===== config.mk =====
export PLATFORM = sky130hd
export DESIGN_NAME = exec_redirect_sel
export DESIGN_NICKNAME = d
export VERILOG_FILES = /design/src/rtl/exr_pkg.sv /design/src/rtl/exr_lane_pick.sv /design/src/rtl/exr_cause_arb.sv /design/src/rtl/exr_mispred_ctr.sv /design/src/rtl/exec_redirect_sel.sv
export SDC_FILE = /design/constraint.sdc
export NUM_CORES = 1
export LEC_CHECK = 0
export BUFFER_PORTS_ARGS = -buffer_cell sky130_fd_sc_hd__buf_4
export CAP_MARGIN = 10
export CELL_PAD_IN_SITES_DETAIL_PLACEMENT = 2
export CELL_PAD_IN_SITES_GLOBAL_PLACEMENT = 2
export CORE_ASPECT_RATIO = 0.5
export CORE_MARGIN = 2
export CORE_UTILIZATION = 29
export DETAILED_ROUTE_END_ITERATION = 6
export PLACE_DENSITY_LB_ADDON = 0.1
export SLEW_MARGIN = 20
export SYNTH_ARGS = -nofsm -noshare
export SYNTH_HDL_FRONTEND = slang
export SYNTH_SLANG_ARGS = --single-unit
export TNS_END_PERCENT = 5

===== constraint.sdc =====
create_clock -name clk -period 9.9 [get_ports clk]
set_input_delay 1.485 -clock clk [delete_from_list [all_inputs] [get_ports clk]]
set_output_delay 1.485 -clock clk [all_outputs]
set_load 0.03 [all_outputs]

===== src/rtl/exr_pkg.sv =====
package exr_pkg;
  typedef enum logic [1:0] {
    CAUSE_NONE    = 2'd0,
    CAUSE_BRANCH  = 2'd1,
    CAUSE_ORDER   = 2'd2,
    CAUSE_LOADBLK = 2'd3
  } cause_e;
endpackage


===== src/rtl/exr_lane_pick.sv =====
module exr_lane_pick #(
  parameter int LANES  = 2,
  parameter int TID_W  = 1,
  parameter int SEQ_W  = 8,
  parameter int PC_W   = 16,
  parameter int THREAD = 0
) (
  input  logic [LANES-1:0]       valid,
  input  logic [LANES-1:0]       squashed,
  input  logic [LANES-1:0]       mispred,
  input  logic [LANES-1:0]       pred_taken,
  input  logic [LANES*TID_W-1:0] tid,
  input  logic [LANES*SEQ_W-1:0] seq,
  input  logic [LANES*PC_W-1:0]  pc,
  input  logic [LANES*PC_W-1:0]  npc,
  output logic                   hit,
  output logic                   hit_pred_taken,
  output logic [SEQ_W-1:0]       hit_seq,
  output logic [PC_W-1:0]        hit_pc,
  output logic [PC_W-1:0]        hit_npc
);
  logic [LANES-1:0] cand;

  for (genvar l = 0; l < LANES; l++) begin : g_cand
    assign cand[l] = valid[l] & ~squashed[l] & mispred[l] &
                     (tid[l*TID_W +: TID_W] == TID_W'(THREAD));
  end

  // descending scan: the lowest lane index is assigned last and wins
  always_comb begin
    hit            = 1'b0;
    hit_pred_taken = 1'b0;
    hit_seq        = '0;
    hit_pc         = '0;
    hit_npc        = '0;
    for (int l = LANES - 1; l >= 0; l--) begin
      if (cand[l]) begin
        hit            = 1'b1;
        hit_pred_taken = pred_taken[l];
        hit_seq        = seq[l*SEQ_W +: SEQ_W];
        hit_pc         = pc[l*PC_W +: PC_W];
        hit_npc        = npc[l*PC_W +: PC_W];
      end
    end
  end
endmodule


===== src/rtl/exr_cause_arb.sv =====
module exr_cause_arb
  import exr_pkg::*;
#(
  parameter int SEQ_W      = 8,
  parameter int PC_W       = 16,
  parameter int INST_BYTES = 4
) (
  input  logic             br_hit,
  input  logic [SEQ_W-1:0] br_seq,
  input  logic [PC_W-1:0]  br_pc,
  input  logic [PC_W-1:0]  br_npc,
  input  logic             ord_hit,
  input  logic [SEQ_W-1:0] ord_seq,
  input  logic [PC_W-1:0]  ord_npc,
  input  logic             lb_hit,
  input  logic [SEQ_W-1:0] lb_seq,
  input  logic [PC_W-1:0]  lb_pc,
  output cause_e           cause,
  output logic             rec_valid,
  output logic [SEQ_W-1:0] rec_seq,
  output logic [PC_W-1:0]  rec_restart,
  output logic [PC_W-1:0]  rec_mpc,
  output logic             rec_mispred,
  output logic             rec_taken,
  output logic             rec_incl,
  output logic             ord_take,
  output logic             lb_take
);
  function automatic logic leaves_fallthrough(input logic [PC_W-1:0] pc,
                                              input logic [PC_W-1:0] npc);
    return npc != (pc + PC_W'(INST_BYTES));
  endfunction

  always_comb begin
    if (br_hit)       cause = CAUSE_BRANCH;
    else if (ord_hit) cause = CAUSE_ORDER;
    else if (lb_hit)  cause = CAUSE_LOADBLK;
    else              cause = CAUSE_NONE;
  end

  assign ord_take = (cause == CAUSE_ORDER);
  assign lb_take  = (cause == CAUSE_LOADBLK);

  always_comb begin
    rec_valid   = (cause != CAUSE_NONE);
    rec_seq     = '0;
    rec_restart = '0;
    rec_mpc     = '0;
    rec_mispred = 1'b0;
    rec_taken   = 1'b0;
    rec_incl    = 1'b0;
    unique case (cause)
      CAUSE_BRANCH: begin
        rec_seq     = br_seq;
        rec_restart = br_npc;
        rec_mpc     = br_pc;
        rec_mispred = 1'b1;
        rec_taken   = leaves_fallthrough(br_pc, br_npc);
      end
      CAUSE_ORDER: begin
        rec_seq     = ord_seq;
        rec_restart = ord_npc;
      end
      CAUSE_LOADBLK: begin
        rec_seq     = lb_seq;
        rec_restart = lb_pc;
        rec_incl    = 1'b1;
      end
      default: ;
    endcase
  end
endmodule


===== src/rtl/exr_mispred_ctr.sv =====
module exr_mispred_ctr #(
  parameter int NT    = 2,
  parameter int CNT_W = 16
) (
  input  logic             clk,
  input  logic             rst_n,
  input  logic [NT-1:0]    br_take,
  input  logic [NT-1:0]    br_pt,
  output logic [CNT_W-1:0] cnt_pt,
  output logic [CNT_W-1:0] cnt_pnt,
  output logic [CNT_W-1:0] cnt_all
);
  logic [NT-1:0] inc_pt, inc_pnt;
  assign inc_pt  = br_take & br_pt;
  assign inc_pnt = br_take & ~br_pt;

  always_ff @(posedge clk) begin
    if (!rst_n) begin
      cnt_pt  <= '0;
      cnt_pnt <= '0;
    end else begin
      cnt_pt  <= cnt_pt  + CNT_W'($countones(inc_pt));
      cnt_pnt <= cnt_pnt + CNT_W'($countones(inc_pnt));
    end
  end

  assign cnt_all = cnt_pt + cnt_pnt;

  a_r9_pt_step: assert property (@(posedge clk) disable iff (!rst_n)
    (cnt_pt - $past(cnt_pt)) <= CNT_W'(NT));
  a_r9_pnt_follows: assert property (@(posedge clk) disable iff (!rst_n)
    (inc_pnt == '0) |=> $stable(cnt_pnt));
endmodule


===== src/rtl/exec_redirect_sel.sv =====
module exec_redirect_sel
  import exr_pkg::*;
#(
  parameter int  NT         = 2,
  parameter int  LANES      = 2,
  parameter int  SEQ_W      = 8,
  parameter int  PC_W       = 16,
  parameter int  INST_BYTES = 4,
  parameter int  CNT_W      = 16,
  localparam int TID_W      = (NT > 1) ? $clog2(NT) : 1
) (
  input  logic                   clk,
  input  logic                   rst_n,
  input  logic [LANES-1:0]       ex_valid,
  input  logic [LANES-1:0]       ex_squashed,
  input  logic [LANES-1:0]       ex_mispred,
  input  logic [LANES-1:0]       ex_pred_taken,
  input  logic [LANES*TID_W-1:0] ex_tid,
  input  logic [LANES*SEQ_W-1:0] ex_seq,
  input  logic [LANES*PC_W-1:0]  ex_pc,
  input  logic [LANES*PC_W-1:0]  ex_npc,
  input  logic                   ord_valid,
  input  logic [TID_W-1:0]       ord_tid,
  input  logic [SEQ_W-1:0]       ord_seq,
  input  logic [PC_W-1:0]        ord_npc,
  output logic                   ord_ack,
  input  logic                   lb_valid,
  input  logic [TID_W-1:0]       lb_tid,
  input  logic [SEQ_W-1:0]       lb_seq,
  input  logic [PC_W-1:0]        lb_pc,
  output logic                   lb_ack,
  output logic [NT-1:0]          sq_valid,
  output logic [NT*SEQ_W-1:0]    sq_seq,
  output logic [NT*PC_W-1:0]     sq_restart_pc,
  output logic [NT*PC_W-1:0]     sq_mispred_pc,
  output logic [NT-1:0]          sq_mispred,
  output logic [NT-1:0]          sq_taken,
  output logic [NT-1:0]          sq_incl_self,
  output logic [CNT_W-1:0]       cnt_taken_wrong,
  output logic [CNT_W-1:0]       cnt_nottaken_wrong,
  output logic [CNT_W-1:0]       cnt_mispred_total
);
  // named per-thread events, visible to the assertions
  logic [NT-1:0] br_hit, br_pt, ord_take, lb_take;

  for (genvar t = 0; t < NT; t++) begin : g_thr
    logic             ord_hit_t, lb_hit_t;
    logic [SEQ_W-1:0] br_seq_t;
    logic [PC_W-1:0]  br_pc_t, br_npc_t;
    cause_e           cause_t;
    logic             rv, rmis, rtk, rinc;
    logic [SEQ_W-1:0] rseq;
    logic [PC_W-1:0]  rrst, rmpc;
    logic             q_v, q_mis, q_tk, q_inc;
    logic [SEQ_W-1:0] q_seq;
    logic [PC_W-1:0]  q_rst, q_mpc;

    assign ord_hit_t = ord_valid & (ord_tid == TID_W'(t));
    assign lb_hit_t  = lb_valid  & (lb_tid  == TID_W'(t));

    exr_lane_pick #(.LANES(LANES), .TID_W(TID_W), .SEQ_W(SEQ_W),
                    .PC_W(PC_W), .THREAD(t)) u_pick (
      .valid(ex_valid), .squashed(ex_squashed), .mispred(ex_mispred),
      .pred_taken(ex_pred_taken), .tid(ex_tid), .seq(ex_seq),
      .pc(ex_pc), .npc(ex_npc),
      .hit(br_hit[t]), .hit_pred_taken(br_pt[t]), .hit_seq(br_seq_t),
      .hit_pc(br_pc_t), .hit_npc(br_npc_t));

    exr_cause_arb #(.SEQ_W(SEQ_W), .PC_W(PC_W),
                    .INST_BYTES(INST_BYTES)) u_arb (
      .br_hit(br_hit[t]), .br_seq(br_seq_t), .br_pc(br_pc_t),
      .br_npc(br_npc_t),
      .ord_hit(ord_hit_t), .ord_seq(ord_seq), .ord_npc(ord_npc),
      .lb_hit(lb_hit_t), .lb_seq(lb_seq), .lb_pc(lb_pc),
      .cause(cause_t), .rec_valid(rv), .rec_seq(rseq),
      .rec_restart(rrst), .rec_mpc(rmpc), .rec_mispred(rmis),
      .rec_taken(rtk), .rec_incl(rinc),
      .ord_take(ord_take[t]), .lb_take(lb_take[t]));

    // one record register per thread, reloaded every cycle
    always_ff @(posedge clk) begin
      if (!rst_n) begin
        q_v <= 1'b0; q_mis <= 1'b0; q_tk <= 1'b0; q_inc <= 1'b0;
        q_seq <= '0; q_rst <= '0; q_mpc <= '0;
      end else begin
        q_v <= rv; q_mis <= rmis; q_tk <= rtk; q_inc <= rinc;
        q_seq <= rseq; q_rst <= rrst; q_mpc <= rmpc;
      end
    end

    assign sq_valid[t]                    = q_v;
    assign sq_mispred[t]                  = q_mis;
    assign sq_taken[t]                    = q_tk;
    assign sq_incl_self[t]                = q_inc;
    assign sq_seq[t*SEQ_W +: SEQ_W]       = q_seq;
    assign sq_restart_pc[t*PC_W +: PC_W]  = q_rst;
    assign sq_mispred_pc[t*PC_W +: PC_W]  = q_mpc;

    a_r3_branch_wins: assert property (@(posedge clk) disable iff (!rst_n)
      br_hit[t] |-> !ord_take[t] && !lb_take[t]);
    a_r4_branch_rec: assert property (@(posedge clk) disable iff (!rst_n)
      br_hit[t] |=> q_v && q_mis && !q_inc);
    a_r5_fallthrough: assert property (@(posedge clk) disable iff (!rst_n)
      (q_v && q_mis && (q_rst == q_mpc + PC_W'(INST_BYTES))) |-> !q_tk);
    a_r6_order_rec: assert property (@(posedge clk) disable iff (!rst_n)
      ord_take[t] |=> q_v && !q_inc && !q_mis && (q_rst == $past(ord_npc)));
    a_r7_load_rec: assert property (@(posedge clk) disable iff (!rst_n)
      lb_take[t] |=> q_v && q_inc && !q_mis && (q_rst == $past(lb_pc)));
    a_r2_idle_clear: assert property (@(posedge clk) disable iff (!rst_n)
      (!br_hit[t] && !ord_hit_t && !lb_hit_t) |=> !q_v);
  end

  assign ord_ack = |ord_take;
  assign lb_ack  = |lb_take;

  a_r11_ord_ack_src: assert property (@(posedge clk) disable iff (!rst_n)
    ord_ack |-> ord_valid);
  a_r11_lb_ack_src: assert property (@(posedge clk) disable iff (!rst_n)
    lb_ack |-> lb_valid);

  exr_mispred_ctr #(.NT(NT), .CNT_W(CNT_W)) u_ctr (
    .clk(clk), .rst_n(rst_n), .br_take(br_hit), .br_pt(br_pt),
    .cnt_pt(cnt_taken_wrong), .cnt_pnt(cnt_nottaken_wrong),
    .cnt_all(cnt_mispred_total));
endmodule


# After elaboration in Yosys (flattened, before gate mapping)
# Index checks and enable logic that the tools add are counted.
# totals
elab_cells	92
input_bits	144
output_inout_bits	138
regBits	120
# classes
add_sub_neg	7
mux	34
reduce_logical	6
n_eq_ne	8
bitwise_logic	21
# ops
operator	count
two-way mux 16 bit	8
case mux 16 bit (3 select lines)	2
adder 16 bit	3
case mux 8 bit (3 select lines)	2
adder 16 x 3 -> 16 bit (second input constant)	2
two-way mux 8 bit	4
!= test 16 bit	2
AND 1 bit	12
two-way mux 1 bit	12
two-way mux 2 bit	6
equality test 2 bit (second input constant)	4
inverter 1 bit	6
adder 1 x 1 -> 2 bit	2
AND 2 bit	2
equality test 2 x 1 -> 1 bit (second input constant)	2
AND reduction 2 bit	2
nonzero test 2 bit	2
OR reduction 2 bit	2
inverter 2 bit	1

# Logic depth before layout (Yosys ltp)
# Gate-level depths: netlist of the first run.
# depth
depth_word	10
depth_mapped	16

# Modules after synthesis
# Synthesis of the first run repeated with hierarchy kept, for this count alone.
# hier_totals
hier_cells	972
hier_area_um2	8206.6
# modules_own_cells
mod	instances	cells_each	area_each_um2	seq_area_each_um2
exec_redirect_sel	1	199	2469.9	1761.7
exr_cause_arb	2	205	1219.9	0.0
exr_mispred_ctr	1	255	2267.2	640.6
exr_lane_pick (g_thr[0].u_pick)	1	54	518.0	0.0
exr_lane_pick (g_thr[1].u_pick)	1	54	511.7	0.0

# Least setup slack after synthesis of the first run
# Ideal clock, no wire load.
# synth_path
kind	input port to flip-flop
start	in ex_squashed[0]
end	reg u_ctr.cnt_pnt[10]
arrival_time_ns	4.527
required_ns	9.785
path_slack_ns	5.258
path_stages	16
path_cell_list	and4bb_2 -> buf_2 -> buf_2 -> clkbuf_1 -> clkbuf_1 -> a22o_1 -> nor2_1 -> ha_1 -> ha_1 -> inv_1 -> fa_1 -> nor2b_1 -> clkbuf_1 -> nand4_1 -> xnor2_1 -> and2_1
# synth_between
elab_chain_cells	9
elab_cells_between_ends	13
# synth_rtl
element	line	text
from (decl)	exec_redirect_sel.sv:15	input logic [LANES-1:0] ex_squashed,
inverter 1 bit (*)	exr_lane_pick.sv:25	assign cand[l] = valid[l] & ~squashed[l] & mispred[l] &
AND 1 bit (*) (2 in a row)	exr_lane_pick.sv:25	
AND 1 bit	exr_lane_pick.sv:25	
two-way mux 1 bit	exr_lane_pick.sv:37	if (cand[l]) begin
inverter 2 bit	exr_mispred_ctr.sv:15	assign inc_pnt = br_take & ~br_pt;
AND 2 bit (*)	exr_mispred_ctr.sv:15	
adder 1 x 1 -> 2 bit (not written as such) (*)	exr_mispred_ctr.sv:23	cnt_pnt <= cnt_pnt + CNT_W'($countones(inc_pnt));
adder 16 bit (*)	exr_mispred_ctr.sv:23	
to (signal assigned)	exr_mispred_ctr.sv:23	
to (decl)	exr_mispred_ctr.sv:10	output logic [CNT_W-1:0] cnt_pnt,
# Mark *: on every way between the ends. The rest lies on a longest branch, timed or not.
# A chain may end at the register's enable or synchronous reset.

# Worst setup path in the final report of the first run
# layout_path
start	in ex_tid[0]
end	out ord_ack
# layout_between
elab_chain_cells	6
elab_cells_between_ends	10
# layout_rtl
element	line	text
from (decl)	exec_redirect_sel.sv:18	input logic [LANES*TID_W-1:0] ex_tid,
inverter 1 bit	exr_lane_pick.sv:26	(tid[l*TID_W +: TID_W] == TID_W'(THREAD));
AND 1 bit	exr_lane_pick.sv:25	
two-way mux 1 bit	exr_lane_pick.sv:37	
two-way mux 2 bit	exr_cause_arb.sv:35	if (br_hit) cause = CAUSE_BRANCH;
equality test 2 bit	exr_cause_arb.sv:41	assign ord_take = (cause == CAUSE_ORDER);
OR reduction 2 bit (*)	exec_redirect_sel.sv:113	assign ord_ack = |ord_take;
to (decl)	exec_redirect_sel.sv:26	output logic ord_ack,
# Marked as above.

==> qor.csv, run 1 <==
metric,value,unit
worstPathArrival,3.66,ns
clock_latency,0.44,ns
p_int,952,uW
io_pins,282,
core-area,0.0241,mm^2
rsz0062_at_grt,false,
cts_buffer_depth,2,
cts_setup_buffers,0,
leakage,4.37,nW
clkTransAtPathRegs,0.05,ns
finClkSkew,0.00835,ns
synth-xor-area-share,10.8,%
syn_nets,1045,
num_rows,40,
worst-path-max-fanout,35,
postLayoutCoreUtil,41.8,%
antenna_found_initial,0,
slew_viol_final,0,
start_util,29.7,%
yosys.area_share.simple,23.3,%
hold_end,u_ctr.cnt_pt[2],
dr.pass1.iters,5,
power.density,131,mW/mm^2
cts-buffers-inserted,17,
dieArea,0.0260,mm^2
hold_viol_final,0,
end_kind,primary output,
area.growth.synth_to_final,40.7,%
drt_iter0_drc,470,
routed_wl,33400,um
gp_congestion,0.817,
setup_viol,0,
via_per_inst,5.33,
swShare,28.0,%
clkPwrFrac,44.5,%
tns,0,ns
grt_start_max_net_pins,53,
r2r_end,u_ctr.cnt_pt[14],
worstMarginPinSlew,1.13,ns
synth_compound_area_share,21.1,%
synth_top_family_by_area,simple AND/OR/NAND/NOR gates,
grt_use_total,25.9,%
synth_edf_count,0,
period_share,52.0,%
critPathSlowestCell,and4bb_2,
wire_per_inst,22.7,um
min_from,u_ctr.cnt_pt[2],
dp_hpwl,25300,um
synth_area,0.00715,mm^2
grt_pass1_vias,8556,
grt_pass1_wl,50900,um
synth_ff_type,dfxtp_1,
startpoint_type,primary input,
max_stage_delay,0.67,ns
seqPwrFrac,38.0,%
synth_fa_ha_area_share,4.87,%
ys_async_sr_fraction,0,%
drc_errors,0,
final_cells,1468,
netlist_instances,875,
synth-seq-cells,120,
synth.area.top_cells,"dfxtp_1, xnor2_1, nand2_1",
relSlewSlack,24.1,%
yosys-top-cells-count,"nand2_1, dfxtp_1, xnor2_1, a21oi_1, clkbuf_1",
synth.avg_cell_area,8.17,um^2
comb_power_share,17.5,%
grt-ovfl-total,0,
diodes,0,
vdd_drop_max,0.0000968,V
portBuffers,281,
clock-root-buffer,clkbuf_16,
maxCapViolations,0,
worst_path_most_repeated_cell,buf_4,
r2r_setup_slack,7.68,ns
synth_top_area_share,33.6,%
place_inst,1438,
min_delay_path_depth,2,
vias,7830,
die_y,115,um
cts_tree,yes,
cts_resized,0,
yosysSeqAreaShare,33.6,%
muxShareOfSynthArea,1.30,%
synth.distinct_cells,64,
timing.final.crit_period,5.15,ns
hold_buffers,0,
required,8.42,ns
final_net_count,1291,
clkSinkCount,120,
r2r_cells,7,
drive_above_1_share,29.9,%
yosysMostFrequentCell,nand2_1,
cp_cell_sequence,buf_4 > and4bb_2 > buf_4 > nor3_2 > buf_4 > or2_2 > buf_4,
hold_path_class,register to register,
ant_nets,0,
status,"finished, final reports clean",
die_w,226,um
cts.htree.levels,4,
worst-setup-path-type,primary input to primary output,
yosysWarnings,0,
switching_power,370,uW
synth_top_area_cell,dfxtp_1,
max_freq,194,MHz
r2r_start,u_ctr.cnt_pt[0],
-- registers in the layout (all words and copies together) (netlist names) --
register       count
g_thr.q_mpc       32
g_thr.q_rst       32
g_thr.q_seq       16
u_ctr.cnt_pnt     16
u_ctr.cnt_pt      16
g_thr.q_inc        2
g_thr.q_mis        2
g_thr.q_tk         2
g_thr.q_v          2
-- cell families after synthesis --
family,Yosys count
and+or+nand+nor,333
AOI/OAI and AO/OA,214
DFF,120
xor gates and xnor gates,88
buffers and inverters,85
adders and majority gates,26
muxes,9
-- layout by cell type, fill, tap and decap left out, types with 15 or more instances in the layout --
cell type and instances:
a222oi_1 33, nand3_1 38, nor3_1 15, buf_4 291, nor2_1 40, nand2_1 125, a22oi_1 25, o21ai_0 19
and2_1 39, a31oi_1 22, a21oi_1 57, ha_1 23, nor2b_1 20, inv_1 20, xnor2_1 58, xor2_1 30
clkbuf_16 17, dfxtp_1 120
-- layout make-up --
cell class / instances / area (um^2)
sequential: 120 / 2400
multi-input combinational: 670 / 4420
inverter: 21 / 78.8
tap: 336 / 420
fill: 2773 / 14000
clock buffer: 28 / 537
clock inverter: 2 / 10.0
timing repair buffer: 291 / 2180
-- metrics by stage --
step / power (mW) / hold WS [ns] / instance area, um^2 / setup slack [ns]
after global placement: 0.737 / 0.535 / 9510 / 4.78
after floorplan: 0.621 / 0.642 / 7150 / 5.26
after global routing: 1.38 / 0.636 / 10100 / 4.55
after detailed placement: 0.742 / 0.567 / 9510 / 4.64
final: 1.32 / 0.579 / 10100 / 4.75
after CTS: 1.34 / 0.589 / 10100 / 4.76
-- per-layer routing --
| layer | up-vias | GRT usage, % | part of all wire [%] |
|---|---|---|---|
| li1 | 3627 | - | - |
| met1 | 3969 | 33.0 | 46 |
| met2 | 207 | 43.4 | 46 |
| met3 | 27 | 7.67 | 6.7 |
| met4 | 0 | 6.36 | 1.3 |
| met5 | - | 0 | 0 |
-- worst max-delay path: cells and delay by family --
family / cells / cell delay [ns]
AND/OR/NAND/NOR: 3 / 1.10
buffers and inverters: 4 / 1.05
-- power groups by stage --
stage / clock, mW / sequential [mW] / combinational [mW]
2_1_floorplan: 0 / 0.534 / 0.0871
3_3_place_gp: 0 / 0.512 / 0.225
3_5_place_dp: 0 / 0.512 / 0.230
4_1_cts: 0.605 / 0.502 / 0.231
5_1_grt: 0.625 / 0.502 / 0.248
6_report: 0.588 / 0.502 / 0.231
-- worst max path at each step --
stage / from / to / slack [ns] / depth (start not counted)
floorplan: ex_squashed[0] / u_ctr.cnt_pnt[10] / 5.26 / 16
global placement: ex_tid[0] / u_ctr.cnt_pt[14] / 4.78 / 12
detailed placement: ex_squashed[0] / u_ctr.cnt_pt[14] / 4.64 / 12
CTS: u_ctr.cnt_pnt[0] / cnt_mispred_total[14] / 4.76 / 12
global route: u_ctr.cnt_pnt[0] / cnt_mispred_total[14] / 4.55 / 12
finish: ex_tid[0] / ord_ack / 4.75 / 7
Note: power is estimated with default switching activity, not from simulation.
==> run 2: changes to the inputs <==
--- a/config.mk
+++ b/config.mk
@@ -11,7 +11,7 @@
 export CELL_PAD_IN_SITES_GLOBAL_PLACEMENT = 2
 export CORE_ASPECT_RATIO = 0.5
 export CORE_MARGIN = 2
-export CORE_UTILIZATION = 29
+export CORE_UTILIZATION = 27
 export DETAILED_ROUTE_END_ITERATION = 6
 export PLACE_DENSITY_LB_ADDON = 0.1
 export SLEW_MARGIN = 20
==> constraint.sdc (replaced) <==
create_clock -name clk -period 4.9 [get_ports clk]
set_input_delay 0.735 -clock clk [delete_from_list [all_inputs] [get_ports clk]]
set_output_delay 0.735 -clock clk [all_outputs]
set_load 0.03 [all_outputs]
==> run 2 against run 1 <==
Effect of this change: design area up 2.1%; sequential share of layout area down 0.50 points; largest power group unchanged; core utilization decreased by 2.6 points; highest routed layer unchanged; sequential power increased by 100%; final cell count is 1.7% higher; critical path depth increased by 5; global-route usage shrank 1.8 points.
==> qor.csv, run 2 (synthesis gave the netlist of run 1 again) <==
metric,value,unit,change
status,"finished, final reports clean",,
vdd_drop_max,0.000130,V,+34%
layout_commonest_cell,buf_4,,
num_rows,42,,+5.0%
cts_buffer_depth,2,,unchanged
fill_cells,2960,,+6.7%
rsz0062_at_grt,false,,
clock-root-buffer,clkbuf_16,,
critPathSlowestCell,a21boi_0,,
min_from,lb_pc[13],,
period_share,87.5,%,
drt_iter0_drc,451,,-4.0%
hold_buffers,0,,unchanged
cts.htree.levels,4,,unchanged
worstMarginPinSlew,1.05,ns,-0.0828 ns
die_w,234,um,+3.6%
max_stage_delay,0.49,ns,-0.18 ns
final_cell_mix,"buf_4, nand2_1, dfxtp_1",,
dieArea,0.0279,mm^2,+7.2%
ant_nets,0,,unchanged
startpoint_type,register,,
core-area,0.0262,mm^2,+8.9%
cts_resized,0,,unchanged
clkTransAtPathRegs,0.06,ns,about the same
top_regs,"g_thr.q_mpc (32), g_thr.q_rst (32)",,
final_net_count,1297,,+0.46%
cts_setup_buffers,0,,unchanged
end_kind,primary output,,
gp_congestion,0.831,,+1.6%
hold_path_class,primary input to register,,
cts_tree,yes,,
portBuffers,281,,unchanged
routed_wl,33900,um,+1.4%
startpoint,u_ctr.cnt_pnt[0],,
worst-path-max-fanout,4,,-89%
finClkSkew,0.00692,ns,-0.00143 ns
grt_use_total,24.2,%,-1.8 points
die_y,119,um,+3.5%
grt_pass1_vias,8469,,-1.0%
max_freq,233,MHz,
leakage,4.47,nW,+2.2%
dr.pass1.iters,6,,+1
vias,7841,,+0.14%
grt_start_max_net_pins,55,,+3.8%
antenna_found_initial,0,,unchanged
path_delay_family,compound AO/OA/AOI/OAI gates,,
maxCapViolations,0,,unchanged
cp_num_buf_inv,2,,-2
r2r_start,u_ctr.cnt_pt[3],,
postLayoutCoreUtil,39.2,%,-2.6 points
wire_per_inst,22.7,um,-0.26%
dp_hpwl,25600,um,+1.3%
worst-setup-path-type,register to primary output,,
timing.final.crit_period,4.29,ns,
io_pins,282,,unchanged
relSlewSlack,30.0,%,+5.9 points
cp_cell_sequence,ha_1 > inv_1 > fa_1 > nor2b_1 > o21ai_0 > a21boi_0 > o211ai_1 > and3_1 > o41ai_1 > a21oi_1 > xnor2_1 > buf_4,,
power.density,290,mW/mm^2,+120%
via_per_inst,5.25,,-1.5%
start_util,27.3,%,-2.4 points
hold_viol_final,0,,unchanged
drive_above_1_share,30.6,%,+0.76 points
clkSinkCount,120,,unchanged
clock_latency,0.44,ns,about the same
grt_pass1_wl,50700,um,-0.33%
cts-buffers-inserted,17,,unchanged
drc_errors,0,,unchanged
required,4.16,ns,-4.26 ns
worstPathArrival,3.55,ns,-0.11 ns
area.growth.synth_to_final,43.7,%,
slew_viol_final,0,,unchanged
tns,0,ns,unchanged
grt-ovfl-total,0,,unchanged
setup_viol,0,,unchanged
-- run 2: cell types whose count changed in the layout (fill, tap and decap cells not counted) --
cell       previous run  this run
buf_4               291       297
bufinv_16             0         5
clkbuf_1              4         1
clkbuf_8              7         8
clkinv_2              2         1
diode_2               0         1
-- run 2: stage by stage --
step	cells	power (mW)	setup slack, ns	hold WS [ns]	instance area (um^2)
floorplan	875	1.25	1.01	0.642	7150
CTS	1492	3.01	0.590	0.544	10300
global placement	1460	1.49	1.14	0.546	9570
global route	1492	3.09	0.346	0.547	10300
finish	1493	2.98	0.612	0.566	10300
detailed placement	1460	1.50	1.02	0.564	9570
-- run 2: final timing paths --
path | end | slack [ns] | depth (start not counted)
setup / recovery | cnt_mispred_total[14] | 0.61 | 12
hold / removal | g_thr[0].q_rst[13] | 0.57 | 3
setup reg to reg | u_ctr.cnt_pt[15] | 2.72 | 8
hold reg to reg | u_ctr.cnt_pt[14] | 0.58 | 2
-- run 2: worst min-delay path: stages --
cell and delay [ns]:
buf_4 0.11, nand2_1 0.05, a21oi_1 0.06
-- run 2: routing by layer --
metal,global-route usage [%],vias up,wire length (um)
met2,39.9,209,16000
met1,31.2,3953,15200
met3,5.60,36,2090
li1,-,3643,-
met4,7.16,0,586
met5,0,-,0
-- run 2: cell type report --
cell class	instances	area [um^2]	share of cell area (%)
Sequential cell	120	2400	23.4
Timing Repair Buffer	297	2230	21.7
Clock inverter	6	155	1.51
Clock buffer	26	539	5.25
Tap cell	352	440	4.29
Antenna cell	1	2.50	0.0244
Multi-Input combinational cell	670	4420	43.0
Inverter	21	78.8	0.768
-- run 2: power breakdown --
part | switching [mW] | total [mW] | internal, mW
logic | 0.279 | 0.467 | 0.189
registers | 0.0115 | 1.01 | 1.00
clock network | 0.484 | 1.49 | 1.01
